### config.mk
export PLATFORM = sky130hd
export DESIGN_NAME = serprog_target
export DESIGN_NICKNAME = d
export VERILOG_FILES = /design/src/rtl/serprog_pkg.sv /design/src/rtl/serprog_pin_sync.sv /design/src/rtl/serprog_cell_array.sv /design/src/rtl/serprog_target.sv
export SDC_FILE = /design/constraint.sdc
export NUM_CORES = 2
export LEC_CHECK = 0
export ABC_CLOCK_PERIOD_IN_PS = 4200
export CORE_ASPECT_RATIO = 0.75
export CORE_MARGIN = 2
export CORE_UTILIZATION = 30
export DETAILED_ROUTE_END_ITERATION = 16
export MAX_ROUTING_LAYER = met4
export PLACE_DENSITY = 0.5
export SLEW_MARGIN = 20
export SYNTH_ARGS = -nofsm -noshare
export SYNTH_HDL_FRONTEND = slang
export SYNTH_SLANG_ARGS = --single-unit
### constraint.sdc
create_clock -name clk -period 4.2 [get_ports clk]
set_clock_uncertainty 0.15 [all_clocks]
set_input_delay 0.63 -clock clk [delete_from_list [all_inputs] [get_ports clk]]
set_output_delay 0.63 -clock clk [all_outputs]
set_load 0.005 [all_outputs]
### src/rtl/serprog_pkg.sv
package serprog_pkg;

    localparam int WORD_W    = 14;
    localparam int CMD_LEN   = 6;
    localparam int FRAME_LEN = WORD_W + 2;
    localparam int CNT_W     = $clog2(FRAME_LEN + 1);

    typedef enum logic [CMD_LEN-1:0] {
        CMD_LD_CFG  = 6'h00,
        CMD_LD_DATA = 6'h02,
        CMD_READ    = 6'h04,
        CMD_INCR    = 6'h06,
        CMD_BEGIN   = 6'h08,
        CMD_END     = 6'h0E
    } cmd_e;

    typedef enum logic {
        PH_CMD  = 1'b0,
        PH_DATA = 1'b1
    } phase_e;

endpackage

### src/rtl/serprog_pin_sync.sv
module serprog_pin_sync #(
    parameter int W      = 3,
    parameter int STAGES = 2
) (
    input  logic         clk,
    input  logic         rst_n,
    input  logic [W-1:0] d_i,
    output logic [W-1:0] q_o
);
    logic [W-1:0] stage_q [STAGES];

    for (genvar s = 0; s < STAGES; s++) begin : g_stage
        if (s == 0) begin : g_first
            always_ff @(posedge clk or negedge rst_n) begin
                if (!rst_n) stage_q[s] <= '0;
                else        stage_q[s] <= d_i;
            end
        end else begin : g_next
            always_ff @(posedge clk or negedge rst_n) begin
                if (!rst_n) stage_q[s] <= '0;
                else        stage_q[s] <= stage_q[s-1];
            end
        end
    end

    assign q_o = stage_q[STAGES-1];
endmodule

### src/rtl/serprog_cell_array.sv
// Behavioural clear-only storage: every write ANDs into the stored word.
module serprog_cell_array #(
    parameter int WIDTH  = 14,
    parameter int DEPTH  = 70,
    parameter int ADDR_W = 8
) (
    input  logic              clk,
    input  logic              rst_n,
    input  logic [ADDR_W-1:0] addr_i,
    input  logic              we_i,
    input  logic [WIDTH-1:0]  wdata_i,
    output logic [WIDTH-1:0]  rdata_o
);
    localparam int AW = (DEPTH > 1) ? $clog2(DEPTH) : 1;
    localparam logic [ADDR_W:0] DEPTH_L = (ADDR_W + 1)'(DEPTH);

    logic [WIDTH-1:0] mem_q [DEPTH];
    logic [WIDTH-1:0] mem_d [DEPTH];
    logic             in_range;
    logic [AW-1:0]    idx;

    assign in_range = ({1'b0, addr_i} < DEPTH_L);
    assign idx      = AW'(addr_i);

    always_comb begin
        mem_d = mem_q;
        if (we_i && in_range) begin
            mem_d[idx] = mem_q[idx] & wdata_i;
        end
    end

    always_ff @(posedge clk or negedge rst_n) begin
        if (!rst_n) begin
            for (int i = 0; i < DEPTH; i++) mem_q[i] <= '1;
        end else begin
            mem_q <= mem_d;
        end
    end

    assign rdata_o = in_range ? mem_q[idx] : '1;
endmodule

### src/rtl/serprog_target.sv
module serprog_target
    import serprog_pkg::*;
#(
    parameter int PTR_W       = 8,
    parameter int USER_BASE   = 16,
    parameter int USER_DEPTH  = 70,
    parameter int CFG_SLOT    = 7,
    parameter int CFG_W       = 3,
    parameter int SYNC_STAGES = 2
) (
    input  logic clk,
    input  logic rst_n,
    input  logic hv_entry_i,
    input  logic pgm_clk_i,
    input  logic pgm_dat_i,
    output logic pgm_dat_o,
    output logic pgm_dat_oe,
    output logic prog_pulse_o
);
    localparam logic [PTR_W-1:0]  BASE_P  = PTR_W'(USER_BASE);
    localparam logic [PTR_W-1:0]  DEPTH_P = PTR_W'(USER_DEPTH);
    localparam logic [PTR_W-1:0]  SLOT_P  = PTR_W'(CFG_SLOT);
    localparam logic [CNT_W-1:0]  CMD_END_CNT   = CNT_W'(CMD_LEN - 1);
    localparam logic [CNT_W-1:0]  FRAME_END_CNT = CNT_W'(FRAME_LEN - 1);
    localparam logic [CNT_W-1:0]  OE_ON_RISE    = CNT_W'(2);
    localparam logic [CNT_W-1:0]  OE_OFF_RISE   = CNT_W'(FRAME_LEN);

    typedef struct packed {
        logic                  mode;
        logic                  clk_prev;
        logic                  hv_prev;
        phase_e                phase;
        logic [CMD_LEN-1:0]    cmd_sh;
        cmd_e                  cur;
        logic [CNT_W-1:0]      fcnt;
        logic [CNT_W-1:0]      rcnt;
        logic [FRAME_LEN-1:0]  fr_sh;
        logic [WORD_W-1:0]     latch;
        logic [WORD_W-1:0]     rd_sh;
        logic [PTR_W-1:0]      ptr;
        logic                  in_cfg;
        logic                  pulse;
        logic                  oe;
        logic                  dout;
    } state_t;

    state_t s_d, s_q;

    // synchronised pins
    logic [2:0] pins_s;
    logic       hv_s, pclk_s, pdat_s;

    serprog_pin_sync #(.W(3), .STAGES(SYNC_STAGES)) i_sync (
        .clk   (clk),
        .rst_n (rst_n),
        .d_i   ({hv_entry_i, pgm_clk_i, pgm_dat_i}),
        .q_o   (pins_s)
    );
    assign {hv_s, pclk_s, pdat_s} = pins_s;

    // address decode
    logic [PTR_W-1:0]  user_idx;
    logic              user_hit, cfg_hit;
    logic [WORD_W-1:0] user_rdata;
    logic [CFG_W-1:0]  cfg_rdata;
    logic [WORD_W-1:0] rd_word;
    logic              we_user, we_cfg;

    assign user_idx = s_q.ptr - BASE_P;
    assign user_hit = (s_q.ptr >= BASE_P) && (user_idx < DEPTH_P);
    assign cfg_hit  = (s_q.ptr == SLOT_P);

    always_comb begin
        rd_word = '1;
        if (s_q.in_cfg) begin
            if (cfg_hit) rd_word = {{(WORD_W-CFG_W){1'b1}}, cfg_rdata};
        end else if (user_hit) begin
            rd_word = user_rdata;
        end
    end

    serprog_cell_array #(.WIDTH(WORD_W), .DEPTH(USER_DEPTH), .ADDR_W(PTR_W)) i_user_cells (
        .clk     (clk),
        .rst_n   (rst_n),
        .addr_i  (user_idx),
        .we_i    (we_user),
        .wdata_i (s_q.latch),
        .rdata_o (user_rdata)
    );

    serprog_cell_array #(.WIDTH(CFG_W), .DEPTH(1), .ADDR_W(PTR_W)) i_cfg_cells (
        .clk     (clk),
        .rst_n   (rst_n),
        .addr_i  (s_q.ptr - SLOT_P),
        .we_i    (we_cfg),
        .wdata_i (s_q.latch[CFG_W-1:0]),
        .rdata_o (cfg_rdata)
    );

    // edge detect on the synchronised serial clock
    logic clk_fall, clk_rise;
    assign clk_fall = s_q.clk_prev && !pclk_s;
    assign clk_rise = !s_q.clk_prev && pclk_s;

    logic [CMD_LEN-1:0]   cmd_full;
    logic [FRAME_LEN-1:0] frame_full;
    logic [CNT_W-1:0]     rise_next;
    assign cmd_full   = {pdat_s, s_q.cmd_sh[CMD_LEN-1:1]};
    assign frame_full = {pdat_s, s_q.fr_sh[FRAME_LEN-1:1]};
    assign rise_next  = s_q.rcnt + 1'b1;

    always_comb begin
        s_d          = s_q;
        we_user      = 1'b0;
        we_cfg       = 1'b0;
        s_d.clk_prev = pclk_s;
        s_d.hv_prev  = hv_s;

        if (!hv_s) begin
            // leaving programming mode clears everything but storage and latch
            s_d.mode   = 1'b0;
            s_d.pulse  = 1'b0;
            s_d.oe     = 1'b0;
            s_d.dout   = 1'b0;
            s_d.in_cfg = 1'b0;
            s_d.ptr    = '0;
            s_d.phase  = PH_CMD;
            s_d.fcnt   = '0;
            s_d.rcnt   = '0;
            s_d.cmd_sh = '0;
        end else if (!s_q.mode) begin
            if (!s_q.hv_prev && !pclk_s && !pdat_s) begin
                s_d.mode   = 1'b1;
                s_d.in_cfg = 1'b0;
                s_d.ptr    = '0;
                s_d.phase  = PH_CMD;
                s_d.fcnt   = '0;
                s_d.rcnt   = '0;
                s_d.cmd_sh = '0;
            end
        end else begin
            if (clk_fall) begin
                if (s_q.phase == PH_CMD) begin
                    s_d.cmd_sh = cmd_full;
                    s_d.fcnt   = s_q.fcnt + 1'b1;
                    if (s_q.fcnt == CMD_END_CNT) begin
                        s_d.fcnt = '0;
                        s_d.rcnt = '0;
                        case (cmd_full)
                            CMD_LD_CFG: begin
                                if (!s_q.in_cfg) begin
                                    s_d.in_cfg = 1'b1;
                                    s_d.ptr    = '0;
                                end
                                s_d.phase = PH_DATA;
                                s_d.cur   = CMD_LD_CFG;
                            end
                            CMD_LD_DATA: begin
                                s_d.phase = PH_DATA;
                                s_d.cur   = CMD_LD_DATA;
                            end
                            CMD_READ: begin
                                s_d.phase = PH_DATA;
                                s_d.cur   = CMD_READ;
                                s_d.latch = rd_word;
                                s_d.rd_sh = rd_word;
                            end
                            CMD_INCR: begin
                                s_d.ptr = s_q.ptr + 1'b1;
                            end
                            CMD_BEGIN: begin
                                if (!s_q.pulse) begin
                                    s_d.pulse = 1'b1;
                                    we_user   = !s_q.in_cfg && user_hit;
                                    we_cfg    = s_q.in_cfg && cfg_hit;
                                end
                            end
                            CMD_END: begin
                                s_d.pulse = 1'b0;
                            end
                            default: ;
                        endcase
                    end
                end else begin
                    s_d.fr_sh = frame_full;
                    s_d.fcnt  = s_q.fcnt + 1'b1;
                    if (s_q.fcnt == FRAME_END_CNT) begin
                        s_d.fcnt  = '0;
                        s_d.phase = PH_CMD;
                        s_d.oe    = 1'b0;
                        s_d.dout  = 1'b0;
                        if (s_q.cur != CMD_READ && !frame_full[0]
                            && frame_full[FRAME_LEN-1]) begin
                            s_d.latch = frame_full[FRAME_LEN-2:1];
                        end
                    end
                end
            end else if (clk_rise && s_q.phase == PH_DATA && s_q.cur == CMD_READ) begin
                s_d.rcnt = rise_next;
                if (rise_next == OE_OFF_RISE) begin
                    s_d.oe   = 1'b0;
                    s_d.dout = 1'b0;
                end else if (rise_next >= OE_ON_RISE) begin
                    s_d.oe    = 1'b1;
                    s_d.dout  = s_q.rd_sh[0];
                    s_d.rd_sh = {1'b0, s_q.rd_sh[WORD_W-1:1]};
                end
            end
        end
    end

    always_ff @(posedge clk or negedge rst_n) begin
        if (!rst_n) begin
            s_q <= '{
                mode:     1'b0,
                clk_prev: 1'b0,
                hv_prev:  1'b0,
                phase:    PH_CMD,
                cmd_sh:   '0,
                cur:      CMD_LD_DATA,
                fcnt:     '0,
                rcnt:     '0,
                fr_sh:    '0,
                latch:    '1,
                rd_sh:    '0,
                ptr:      '0,
                in_cfg:   1'b0,
                pulse:    1'b0,
                oe:       1'b0,
                dout:     1'b0
            };
        end else begin
            s_q <= s_d;
        end
    end

    assign pgm_dat_o    = s_q.dout;
    assign pgm_dat_oe   = s_q.oe;
    assign prog_pulse_o = s_q.pulse;

    // observation points for the bound checker
    logic mode_w, cfg_w, pins_quiet_w;
    assign mode_w       = s_q.mode;
    assign cfg_w        = s_q.in_cfg;
    assign pins_quiet_w = !pclk_s && !pdat_s;
endmodule

==> impl_metrics.json <==
{
  "hold_slack_ns": 0.168,
  "drt-pass1-iter-count": 8,
  "area_delta_synth_final_pct": 15.9,
  "die-area_sq_um": 166000,
  "cts_tree": "done",
  "fin_util_pct": 35.0,
  "hold_viol": 0,
  "vias_per_cell": 5.50,
  "drv_slew": 0,
  "grt_use_met1_pct": 33.2,
  "routed_wl_mm": 187,
  "status": "complete, no violations",
  "path_clk_slew_ns": 0.06,
  "h-tree-depth": 3,
  "ys_warn_count": 0,
  "worstPathArrival_ns": 4.54,
  "cts_sinks": 1065,
  "async_flop_share_pct": 100,
  "layout_setup_ws_ns": 0.111,
  "synthFlopType": "dfstp_2",
  "worst_pin_slew_ns": 0.993,
  "port_buffers": 7,
  "cp_max_fo": 19,
  "insertion_delay_ns": 0.76,
  "grt_pass1_vias": 37404,
  "max_freq_ghz": 0.245,
  "die_h_um": 354,
  "avgSynthCellArea_sq_um": 10.2,
  "num_io_pins": 8,
  "grt-busiest-layer": "met1",
  "crit_type": "flip-flop to flip-flop",
  "reg2reg_depth": 10,
  "slew_headroom_pct": 33.6,
  "grt_overflow": 0,
  "post-place-ws_ns": 0.0837,
  "cp.required_ns": 4.65,
  "synthTopCellsByArea": "dfstp_2 54%, o21ai_0 11%, nand2_1 9.1%, mux4_2 4.7%, dfrtp_1 3.4%",
  "antenna_found_initial": 9,
  "core_sq_um": 162000,
  "initial_core_util_pct": 30.2,
  "finalSetupTns_ns": 0,
  "hold_depth": 1,
  "cp_slowest_cell": "dfrtp_4",
  "start_kind": "flip-flop",
  "ant_nets": 0,
  "synth_top_area_share_pct": 53.7,
  "endpoint_kind": "flip-flop",
  "fillers": 16342,
  "grt_pass1_wl_mm": 275,
  "syn_nets": 4788,
  "post_drt_wl_per_cell_um": 26.6,
  "path_cells": "buf_4 > and2_1 > buf_4 > o2bb2ai_1 > a221o_1 > a211oi_1 > nand4_1 > buf_4 > nor2_1 > o221ai_1",
  "synth_edf_count": 0,
  "drt_iter0_markers": 4394,
  "ys_seq_area_share_pct": 57.1,
  "grtUsageMet3_pct": 5.97,
  "dieWidth_um": 470,
  "synthesis.instances": 4770,
  "rsz0062_at_grt": "no",
  "cts_buffers": 107,
  "clockBufferDepth": 3,
  "drc": 0,
  "grt_max_degree": 130,
  "dr_total_vias": 38607,
  "p_leak_nw": 19.5,
  "layout_min_cycle_time_ns": 4.09,
  "synth_cell_types": 79,
  "rows": 128,
  "critical_path.max_stage_delay_ns": 0.68,
  "clock-root-buffer": "clkbuf_16",
  "powerDensity_nw_per_um2": 366,
  "dp_hpwl_mm": 124,
  "finalSetupViolations": 0,
  "gp_congestion": 0.945,
  "ir_worst_vdd_mv": 0.334,
  "use_met2_pct": 31.3,
  "track_usage_pct": 22.9,
  "critPathMostFrequentCell": "buf_4",
  "maxCapViolCount": 0,
  "synth_top_cell_by_area": "dfstp_2",
  "hold_class": "input port to flip-flop",
  "ys_ff_latch": 1065,
  "drive_above_1_share_pct": 36.2,
  "netlist_area_sq_um": 48900,
  "finalCritPeriodShare_pct": 97.4,
  "fin_nets": 4808,
  "cts_setup_buffers": 0
}
## cells in the final DEF (no fill, tap or decap), drive strengths merged, types with 22 or more instances in the layout
master	synthesis	final
a22oi	63	63
nand2b	22	22
nand3	73	73
mux2i	74	74
mux2	107	107
mux4	103	103
buf	120	321
nor3	38	38
nand2	1189	1189
dfstp	998	998
dfrtp	67	67
clkbuf	297	159
nor2	80	80
a21oi	55	55
a221oi	83	83
nand4	35	35
o22ai	32	32
o21ai	1060	1060
## cell type report
| cell class | instances | area, sq um | area share, % |
|---|---|---|---|
| Timing Repair Buffer | 328 | 3070 | 5.41 |
| Clock inverter | 38 | 498 | 0.879 |
| Clock buffer | 159 | 3160 | 5.57 |
| Antenna cell | 2 | 5.00 | 0.00883 |
| Sequential cell | 1065 | 27900 | 49.3 |
| Tap cell | 2145 | 2680 | 4.74 |
| Multi-Input combinational cell | 3271 | 19300 | 34.0 |
| Inverter | 17 | 66.3 | 0.117 |
## routing by layer
metal	wire length, um	vias up
met2	77400	1618
met5	0	-
li1	-	16844
met4	4960	0
met3	18000	296
met1	86300	19849
## report_power, final
group | switching, mW | total (mW) | internal [mW]
Combinational | 0.232 | 0.267 | 0.0352
Clock | 4.33 | 10.1 | 5.81
Sequential | 0.00500 | 10.3 | 10.3
## critical path: cells and delay by family, from the launching register on
| family | cells | cell delay, ns |
|---|---|---|
| compound gates | 4 | 1.51 |
| simple gates | 3 | 0.81 |
| buf+inv | 3 | 0.75 |
| flops | 1 | 0.68 |
## flip-flops by register name (all words and copies together), names as in the netlist
| signal | cells |
|---|---|
| s_q | 51 |
| i_sync.q_o | 3 |
| cmd_full | 5 |
| pgm_dat_oe | 1 |
| frame_full | 15 |
| pgm_dat_o | 1 |
| i_sync.stage_q | 3 |
| prog_pulse_o | 1 |
| i_user_cells.mem_q | 980 |
| i_cfg_cells.mem_q | 3 |
| cfg_w | 1 |
| mode_w | 1 |
## kinds of logic after synthesis
group                    after synthesis  synth area share (%)
XOR/XNOR                               5                0.0896
adder cells (fa/ha/maj)               13                 0.333
multiplexers                         284                  8.73
AO/OA/AOI/OAI                       1450                  17.0
flip-flops                          1065                  57.1
buffers and inverters                434                  3.77
AND/OR/NAND/NOR                     1519                  13.0
## repair_timing
action / 4_1_cts / 5_1_grt
setup endpoints to repair: 0 / 85
hold buffers: 1 / 0
resized for setup: 0 / 2
endpoints found under the hold margin: 1 / 0
## final timing paths
| path | slack, ns | to | startpoint |
|---|---|---|---|
| setup / recovery | 0.11 | s_q[19] | s_q[4] |
| hold / removal | 0.17 | i_sync.stage_q[3] | pgm_dat_i |
| setup reg to reg | 0.11 | s_q[19] | s_q[4] |
| hold reg to reg | 0.20 | i_sync.q_o[2] | i_sync.stage_q[5] |
| max in group asynchronous | 2.31 | i_user_cells.mem_q[265] | rst_n |
| min in group asynchronous | 0.34 | s_q[5] | rst_n |
## through the flow
| step | power [mW] | cell area (sq um) | cells |
|---|---|---|---|
| after CTS | 20.9 | 56600 | 7023 |
| after global routing | 21.4 | 56700 | 7025 |
| final | 20.7 | 56700 | 7025 |
| after floorplan | 10.5 | 48900 | 4770 |
| after global placement | 10.7 | 53000 | 6825 |
| after detailed placement | 10.7 | 53000 | 6825 |
## synthesized netlist by cell type, types with 6 or more instances
library cell,count
nor2_1,77
dfrtp_1,67
ha_1,13
a31oi_1,15
o22a_1,8
inv_1,14
a22o_1,10
nand2b_1,22
a221oi_1,83
nor3_4,6
nor3_1,31
dfstp_2,998
o31ai_1,14
o21ai_0,1031
clkbuf_1,296
o22ai_1,32
buf_4,18
o21ai_1,29
nor3b_1,9
a221o_1,19
nor2b_1,15
a22oi_1,63
and3_1,10
nand4_1,35
nand2_1,1181
mux4_2,103
o2bb2ai_1,15
o211ai_1,12
o221ai_1,21
a211oi_1,12
a21oi_1,55
buf_1,13
and2_1,10
mux2i_1,74
nand2_2,8
mux2_2,107
buf_2,84
nand3_1,73
No activity file was read; power rests on OpenSTA's default activity.
